### src/rtl/dly_balance_pkg.sv
package dly_balance_pkg;
   typedef enum logic {
      EDGE_ON  = 1'b0,
      EDGE_OFF = 1'b1
   } edge_tag_e;

   localparam int unsigned N_LOOPS = 2;

   function automatic int unsigned max_w(input int unsigned a, input int unsigned b);
      return (a > b) ? a : b;
   endfunction
endpackage

### src/rtl/dly_clamp.sv
module dly_clamp #(
   parameter int unsigned IN_W  = 16,
   parameter int unsigned OUT_W = 10
) (
   input  logic signed [IN_W-1:0]  val_i,
   input  logic        [OUT_W-2:0] lim_i,
   output logic signed [OUT_W-1:0] val_o,
   output logic                    hit_o
);
   localparam int unsigned LW = OUT_W - 1;

   logic signed [IN_W-1:0] lim_pos;
   logic signed [IN_W-1:0] lim_neg;
   logic                   over_hi;
   logic                   over_lo;

   generate
      if (IN_W <= OUT_W) begin : g_bad_w
         $error("dly_clamp: IN_W must exceed OUT_W");
      end
   endgenerate

   always_comb begin
      lim_pos = $signed({{(IN_W-LW){1'b0}}, lim_i});
      lim_neg = -lim_pos;
      over_hi = (val_i > lim_pos);
      over_lo = (val_i < lim_neg);
      hit_o   = over_hi || over_lo;
      if (over_hi)
         val_o = lim_pos[OUT_W-1:0];
      else if (over_lo)
         val_o = lim_neg[OUT_W-1:0];
      else
         val_o = val_i[OUT_W-1:0];
   end
endmodule

### src/rtl/dly_pi_loop.sv
module dly_pi_loop #(
   parameter int unsigned ADC_W   = 12,
   parameter int unsigned DLY_W   = 10,
   parameter int unsigned SH_W    = 4,
   parameter bit          A_MINUS = 1'b0
) (
   input  logic                    clk,
   input  logic                    rst,
   input  logic                    upd_i,
   input  logic [ADC_W-1:0]        a_i,
   input  logic [ADC_W-1:0]        b_i,
   input  logic [SH_W-1:0]         kp_sh_i,
   input  logic [SH_W-1:0]         ki_sh_i,
   input  logic [DLY_W-2:0]        lim_i,
   output logic signed [DLY_W-1:0] dly_o
);
   import dly_balance_pkg::*;

   localparam int unsigned EW = ADC_W + 1;
   localparam int unsigned SW = max_w(EW, DLY_W) + 2;

   logic signed [EW-1:0]    a_s;
   logic signed [EW-1:0]    b_s;
   logic signed [EW-1:0]    err;
   logic signed [EW-1:0]    p_term;
   logic signed [EW-1:0]    i_term;
   logic signed [SW-1:0]    integ_sum;
   logic signed [DLY_W-1:0] integ_q;
   logic signed [DLY_W-1:0] integ_c;
   logic                    integ_hit;
   logic signed [SW-1:0]    out_sum;
   logic signed [DLY_W-1:0] out_c;
   logic                    out_hit;

   assign a_s = $signed({1'b0, a_i});
   assign b_s = $signed({1'b0, b_i});

   generate
      if (A_MINUS) begin : g_err_ab
         assign err = a_s - b_s;
      end else begin : g_err_ba
         assign err = b_s - a_s;
      end
   endgenerate

   assign p_term    = err >>> kp_sh_i;
   assign i_term    = err >>> ki_sh_i;
   assign integ_sum = SW'(integ_q) + SW'(i_term);

   dly_clamp #(.IN_W(SW), .OUT_W(DLY_W)) integ_clamp_i (
      .val_i (integ_sum),
      .lim_i (lim_i),
      .val_o (integ_c),
      .hit_o (integ_hit)
   );

   assign out_sum = SW'(p_term) + SW'(integ_c);

   dly_clamp #(.IN_W(SW), .OUT_W(DLY_W)) out_clamp_i (
      .val_i (out_sum),
      .lim_i (lim_i),
      .val_o (out_c),
      .hit_o (out_hit)
   );

   always_ff @(posedge clk) begin
      if (rst) begin
         integ_q <= '0;
         dly_o   <= '0;
      end else if (upd_i) begin
         dly_o <= out_c;
         if (!out_hit)
            integ_q <= integ_c;
      end
   end

   logic unused_hit;
   assign unused_hit = integ_hit;
endmodule

### src/rtl/dly_balance_pi.sv
module dly_balance_pi #(
   parameter int unsigned ADC_W = 12,
   parameter int unsigned DLY_W = 10,
   parameter int unsigned SH_W  = 4
) (
   input  logic                    clk,
   input  logic                    rst,
   input  logic                    smp_vld,
   input  logic                    smp_tag,
   input  logic [ADC_W-1:0]        ovr_a,
   input  logic [ADC_W-1:0]        ovr_b,
   input  logic [SH_W-1:0]         kp_shift,
   input  logic [SH_W-1:0]         ki_shift,
   input  logic [DLY_W-2:0]        dly_max,
   output logic signed [DLY_W-1:0] dly_on,
   output logic signed [DLY_W-1:0] dly_off
);
   import dly_balance_pkg::*;

   generate
      if (ADC_W < 2) begin : g_bad_adc
         $error("dly_balance_pi: ADC_W must be at least 2");
      end
      if (DLY_W < 3) begin : g_bad_dly
         $error("dly_balance_pi: DLY_W must be at least 3");
      end
      if (SH_W < 1 || (2 ** SH_W) > 64) begin : g_bad_sh
         $error("dly_balance_pi: SH_W must be 1 to 6");
      end
   endgenerate

   logic signed [DLY_W-1:0] dly_arr [N_LOOPS];

   generate
      for (genvar g = 0; g < N_LOOPS; g++) begin : g_loop
         logic upd;
         assign upd = smp_vld && (smp_tag == g[0]);

         dly_pi_loop #(
            .ADC_W   (ADC_W),
            .DLY_W   (DLY_W),
            .SH_W    (SH_W),
            .A_MINUS (g == int'(EDGE_OFF))
         ) loop_i (
            .clk     (clk),
            .rst     (rst),
            .upd_i   (upd),
            .a_i     (ovr_a),
            .b_i     (ovr_b),
            .kp_sh_i (kp_shift),
            .ki_sh_i (ki_shift),
            .lim_i   (dly_max),
            .dly_o   (dly_arr[g])
         );
      end
   endgenerate

   assign dly_on  = dly_arr[int'(EDGE_ON)];
   assign dly_off = dly_arr[int'(EDGE_OFF)];
endmodule

### config.mk
export PLATFORM = sky130hd
export DESIGN_NAME = dly_balance_pi
export DESIGN_NICKNAME = d
export VERILOG_FILES = /design/src/rtl/dly_balance_pkg.sv /design/src/rtl/dly_clamp.sv /design/src/rtl/dly_pi_loop.sv /design/src/rtl/dly_balance_pi.sv
export SDC_FILE = /design/constraint.sdc
export NUM_CORES = 1
export LEC_CHECK = 0
export BUFFER_PORTS_ARGS = -buffer_cell sky130_fd_sc_hd__buf_2
export CORE_MARGIN = 2
export CORE_UTILIZATION = 35
export DETAILED_ROUTE_END_ITERATION = 8
export SLEW_MARGIN = 10
export SYNTH_ARGS = -nofsm -noshare
export SYNTH_HDL_FRONTEND = slang
export SYNTH_HIERARCHICAL = 1
export SYNTH_SLANG_ARGS = --single-unit
### constraint.sdc
create_clock -name clk -period 9.8 [get_ports clk]
set_clock_uncertainty 0.2 [all_clocks]
set_input_delay 0.49 -clock clk [delete_from_list [all_inputs] [get_ports clk]]
set_output_delay 0.49 -clock clk [all_outputs]
set_load 0.02 [all_outputs]
Word level (Yosys, flattened, before mapping)
Cells that the tools add are included.
{ "op_classes": {"addsub": 7, "n_lt_le_gt_ge": 8, "shifts": 4, "muxes": 8, "bitwise": 3, "n_reduce_logical": 6} }
{ "ops": {"columns": ["operator", "count"], "rows": [
  ["$mux 10", 8],
  ["$gt 15x10->1", 4],
  ["$lt 15x15->1", 4],
  ["$sshr 13x4->13", 4],
  ["$add 10x13->14", 2],
  ["$add 13x10->14", 2],
  ["$sub 12x12->13", 2],
  ["$neg 9->15", 1],
  ["$reduce_and 2->1", 2],
  ["$not 1->1", 3],
  ["$logic_and 1x1->1", 2],
  ["$logic_or 1x1->1", 2]
]} }
{ "totals": {"register_bits": 40, "input_bits": 45, "output_inout_bits": 20, "elab_cells": 40} }

Logic depth before layout (Yosys ltp)
{ "depth": {"depth_word": 11, "mapped_depth": 51, "depth_no_buf": 47} }

Hierarchy
The synthesis kept the hierarchy.
{ "by_module_without_submodules": {"columns": ["module", "n_inst", "cells_each", "area_each_um2", "seq_area_each_um2"], "rows": [
  ["dly_pi_loop at g_loop[1].loop_i", 1, 478, 3634.7, 400.4],
  ["dly_pi_loop at g_loop[0].loop_i", 1, 449, 3438.3, 400.4],
  ["dly_clamp at g_loop[0].loop_i.integ_clamp_i ...", 3, 132, 989.7, 0.0],
  ["dly_clamp at g_loop[1].loop_i.integ_clamp_i", 1, 134, 1032.2, 0.0],
  ["dly_balance_pi", 1, 2, 16.3, 0.0]
]} }

Worst setup path before layout
Ideal clock, no wire load.
{ "synth_timing": {"path_kind": "input-to-reg", "startpoint": "input ovr_a[0]", "endpoint": "register g_loop[1].loop_i.integ_q[0]", "setup_time_ps": 70, "t_arrival_ps": 9775, "t_required_ps": 9530, "slack_ps": -245, "cell_stages": 48, "path_buffers": 2, "path_cell_list": "inv_1 ha_1 fa_1 nor2b_4 o2111ai_2 and3_4 or2_4 nor4b_1 or3_1 o211a_1 a221oi_1 ha_1 a21o_1 a21o_1 a21oi_1 o21ai_0 nand4_1 a31oi_1 [12 not listed] a21oi_1 o21ai_0 a31oi_1 o21ai_0 nor4_1 nor3_1 xnor2_1 ha_1 a21o_1 a211oi_1 mux2_2 o211ai_2 buf_6 nand2_1 nand2b_1 clkbuf_1 nand2_1 a21oi_1"} }
{ "synth_between": {"elab_chain_cells": 11, "word_cells_on_any_way": 14, "classes_between": "3 x add/sub; 4 x order compare; 2 x shift; 2 x mux; 1 x bitwise; 2 x reduce/logical"} }
{ "synth_rtl": {"columns": ["item", "line_no", "rtl"], "rows": [
  ["start: declaration", "dly_balance_pi.sv:10", "input logic [ADC_W-1:0] ovr_a,"],
  ["$sub 12x12->13 *", "dly_pi_loop.sv:40", "assign err = a_s - b_s;"],
  ["$sshr 13x4->13 *", "dly_pi_loop.sv:47", "assign i_term = err >>> ki_sh_i;"],
  ["$add 10x13->14 *", "dly_pi_loop.sv:48", "assign integ_sum = SW'(integ_q) + SW'(i_term);"],
  ["net g_loop[1].loop_i.integ_sum[13]", "dly_pi_loop.sv:27", "logic signed [SW-1:0] integ_sum;"],
  ["$lt 15x15->1", "dly_clamp.sv:27", "over_lo = (val_i < lim_neg);"],
  ["$mux 10", "dly_clamp.sv:31", "else if (over_lo)"],
  ["$mux 10 *", "dly_clamp.sv:29", "if (over_hi)"],
  ["net g_loop[1].loop_i.integ_c[0]", "dly_pi_loop.sv:29", "logic signed [DLY_W-1:0] integ_c;"],
  ["$add 13x10->14 *", "dly_pi_loop.sv:57", "assign out_sum = SW'(p_term) + SW'(integ_c);"],
  ["net g_loop[1].loop_i.out_sum[12]", "dly_pi_loop.sv:31", "logic signed [SW-1:0] out_sum;"],
  ["$gt 15x10->1 or $lt 15x15->1 (tied branches)", "dly_clamp.sv:26, dly_clamp.sv:27", null],
  ["$logic_or 1x1->1 *", "dly_clamp.sv:28", "hit_o = over_hi || over_lo;"],
  ["net g_loop[1].loop_i.out_hit", "dly_pi_loop.sv:33", "logic out_hit;"],
  ["$not 1->1 (no source line) *", null, null],
  ["$reduce_and 2->1 (no source line) *", null, null],
  ["end signal: assignment", "dly_pi_loop.sv:73", "integ_q <= integ_c;"],
  ["end: declaration", "dly_pi_loop.sv:28", "logic signed [DLY_W-1:0] integ_q;"]
]} }
Mark *: on every way through the listed nets, which the timed path passes. The rest lies on a longest branch.
A chain may end at the register's enable or synchronous reset.

Worst setup path in the final report
{ "layout_timing": {"startpoint": "input ovr_b[0]", "endpoint": "register g_loop[1].loop_i.dly_o[2]"} }
{ "layout_between": {"elab_chain_cells": 10, "word_cells_on_any_way": 13, "classes_between": "3 x add/sub; 4 x order compare; 2 x shift; 4 x mux"} }
{ "layout_rtl": {"columns": ["item", "line_no", "rtl"], "rows": [
  ["start: declaration", "dly_balance_pi.sv:11", "input logic [ADC_W-1:0] ovr_b,"],
  ["$sub 12x12->13 *", "dly_pi_loop.sv:40", null],
  ["$sshr 13x4->13 *", "dly_pi_loop.sv:47", null],
  ["$add 10x13->14 *", "dly_pi_loop.sv:48", null],
  ["net g_loop[1].loop_i.integ_sum[10]", "dly_pi_loop.sv:27", null],
  ["$lt 15x15->1", "dly_clamp.sv:27", null],
  ["$mux 10", "dly_clamp.sv:31", null],
  ["$mux 10 *", "dly_clamp.sv:29", null],
  ["net g_loop[1].loop_i.integ_c[0]", "dly_pi_loop.sv:29", null],
  ["$add 13x10->14 *", "dly_pi_loop.sv:57", null],
  ["net g_loop[1].loop_i.out_sum[12]", "dly_pi_loop.sv:31", null],
  ["$lt 15x15->1", "dly_clamp.sv:27", null],
  ["$mux 10", "dly_clamp.sv:31", null],
  ["$mux 10 *", "dly_clamp.sv:29", null],
  ["net g_loop[1].loop_i.out_c[2]", "dly_pi_loop.sv:32", "logic signed [DLY_W-1:0] out_c;"],
  ["end signal: assignment", "dly_pi_loop.sv:71", "dly_o <= out_c;"],
  ["end: declaration", "dly_pi_loop.sv:15", "output logic signed [DLY_W-1:0] dly_o"]
]} }
Marks and branches as above.

==> results.json <==
{
  "tns_ps": 0,
  "grt_usage_pct": 20.3,
  "mostFrequentLayoutCell": "buf_4",
  "root_buffer": "clkbuf_16",
  "yosys_warnings": 6,
  "yosysSeqAreaShare_pct": 7.22,
  "worst_pin_slew_ps": 876,
  "syn_area_mm2": 0.0111,
  "via_per_inst": 5.55,
  "synth_ff_type": "dfxtp_1",
  "final_cell_mix": "buf_4 (277), ha_1 (162), nand2_1 (136)",
  "critical_path_arrival_ps": 9600,
  "ir_drop_v": 0.000294,
  "grt_pass1_vias": 11200,
  "die_y_um": 182,
  "clk_latency_ps": 300,
  "synth.distinct_cells": 99,
  "crit_type": "in -> reg",
  "cts_tree": "built",
  "synth.avg_cell_area_um2": 7.60,
  "worst_setup_path_start_kind": "input pin",
  "port_buffers": 64,
  "cp.required_ps": 9750,
  "rsz0062_at_grt": "yes",
  "hp-class": "reg -> reg",
  "crit_path_end_kind": "flop",
  "async_flop_share_pct": 0,
  "maxCapViolCount": 0,
  "relSlewSlack_pct": 41.6,
  "fin_util_pct": 46.8,
  "powerDensity_mw_per_mm2": 429,
  "wl_met2_mm": 16.7,
  "cts_buffers": 5,
  "cts_buffer_depth": 2,
  "antenna_found_initial": 0,
  "dieArea_mm2": 0.0331,
  "synth-edff-count": 0,
  "drc_errors": 0,
  "crit_fanout": 6,
  "cts_hold_buffers": 0,
  "fmax_mhz": 104,
  "setup_violations": 0,
  "p_leak_nw": 6.90,
  "routed_wl_mm": 35.5,
  "syn_nets": 1682,
  "grt_pass1_wl_mm": 56.2,
  "wl_met3_mm": 1.35,
  "clock_sinks": 40,
  "slew_violations": 0,
  "met1Wirelength_mm": 16.8,
  "place_congestion": 0.923,
  "grt_max_degree": 45,
  "yosys_register_bits": 40,
  "grt-ovfl-total": 0,
  "status": "complete, no violations",
  "crit_path_max_incr_delay_ps": 490,
  "dr.max_layer_used": "met4",
  "coreArea_mm2": 0.0314,
  "htree_levels": 2,
  "rows": 65,
  "via_count": 12000,
  "drive_gt1_share_pct": 31.9,
  "hpwl_mm": 27.9,
  "drt_iter0_drc": 766,
  "cts.reportedPaths.clkPinSlew_ps": 60,
  "fin_total_pwr_w": 0.00630,
  "io_pins": 65,
  "n_antenna_cell": 0,
  "min_period_ps": 9660,
  "syn2layout_area_growth_pct": 32.4,
  "ant_nets": 0,
  "die_x_um": 182,
  "syn_inst": 1459,
  "wl_per_cell_um": 16.4,
  "start_util_pct": 35.3,
  "drt_first_pass_iters": 5,
  "finalHoldViolations": 0,
  "min_period_over_period_pct": 98.5,
  "cp_slowest_cell": "or4_1",
  "layout.nets": 1980
}
cells in the mapped netlist (9+ instances only):
cell type	count	area share, %
inv_1	105	3.6
o21a_1	15	1.0
xnor2_1	52	4.1
clkbuf_1	41	1.4
nor2_1	109	3.7
mux2_2	14	1.4
buf_2	10	0.45
or2_2	15	0.85
nand2_1	140	4.7
nor3_1	41	1.9
and3_1	9	0.51
nand2b_1	17	0.96
o21ai_0	74	3.3
mux4_2	14	2.8
ha_1	172	19
xor2_1	27	2.1
nand4_1	11	0.62
a21o_1	26	1.8
a31oi_1	15	0.85
a211oi_1	23	1.6
a2111oi_0	10	0.79
o211ai_1	10	0.68
a21oi_1	113	5.1
mux2i_1	81	7.3
nand3b_1	11	0.74
dfxtp_1	40	7.2
nand3_1	18	0.81
a22oi_1	26	1.8
or3_4	11	1.1
nor2b_1	24	1.4
registers in the layout (all words and copies together) (netlist names):
signal                 cells
g_loop.loop_i/integ_q     20
g_loop.loop_i/dly_o       20
logic make-up (layout without fill, tap and decap cells):
group / after synthesis / after routing / synth area share (%)
flip-flops: 40 / 40 / 7.22
AND/OR/NAND/NOR: 461 / 462 / 21.2
XOR/XNOR: 80 / 80 / 6.39
adder cells (fa/ha/maj): 178 / 178 / 20.5
AO/OA/AOI/OAI: 415 / 415 / 25.7
buffers and inverters: 173 / 471 / 6.88
multiplexers: 112 / 112 / 12.2
worst max-delay path: cells and delay by family:
family | cells | cell delay, ps
adder cells (fa/ha/maj) | 7 | 1960
multiplexers | 5 | 1150
buffers and inverters | 5 | 650
AO/OA/AOI/OAI | 18 | 3000
AND/OR/NAND/NOR | 11 | 1980
XOR/XNOR | 2 | 350
final timing paths:
kind,cells past startpoint,startpoint,slack (ps),to
worst min register to register,2,g_loop[1].loop_i/integ_q[2]$_SDFFE_PP0P_,270,g_loop[1].loop_i/integ_q[2]$_SDFFE_PP0P_
worst max register to register,35,g_loop[1].loop_i/integ_q[0]$_SDFFE_PP0P_,2370,g_loop[1].loop_i/dly_o[2]$_SDFFE_PP0P_
worst min-delay path,2,g_loop[1].loop_i/integ_q[2]$_SDFFE_PP0P_,270,g_loop[1].loop_i/integ_q[2]$_SDFFE_PP0P_
worst max-delay path,48,ovr_b[0],140,g_loop[1].loop_i/dly_o[2]$_SDFFE_PP0P_
report_power, final:
part           total, W  leakage [nW]  switching (W)  internal [W]
Sequential     0.000252         0.326      0.0000374      0.000215
Combinational   0.00584          6.49        0.00295       0.00289
Clock          0.000208        0.0901      0.0000739      0.000134
area by class of cell:
class,instances,area [µm²]
fill,3086,16700
multi-input combinational,1247,10200
timing repair buffer,356,2600
sequential,40,801
tap,402,503
inverter,107,402
clock buffer,7,153
clock inverter,1,30.0
what timing repair did:
| item | CTS | global route |
|---|---|---|
| pin swaps | 29 | 73 |
| cloned | 2 | 3 |
| setup endpoints to repair | 34 | 40 |
| gates resized for setup | 41 | 120 |
| buffers inserted | 12 | 18 |
layer usage:
metal | vias to the layer above | track usage (%)
met5 | - | 0
met4 | 0 | 4.00
met2 | 288 | 35.1
met1 | 5665 | 27.9
li1 | 5992 | -
met3 | 35 | 1.30
through the flow:
step	cell area, µm²	cells	setup WS [ps]	hold slack [ps]
2_1_floorplan	11100	1459	8.29	241
3_3_place_gp	13600	2118	-763	257
3_5_place_dp	13600	2118	-992	264
4_1_cts	14000	2140	7.79	273
5_1_grt	14700	2160	-306	294
6_report	14700	2160	145	268
Note: power is estimated with default switching activity, not from simulation.
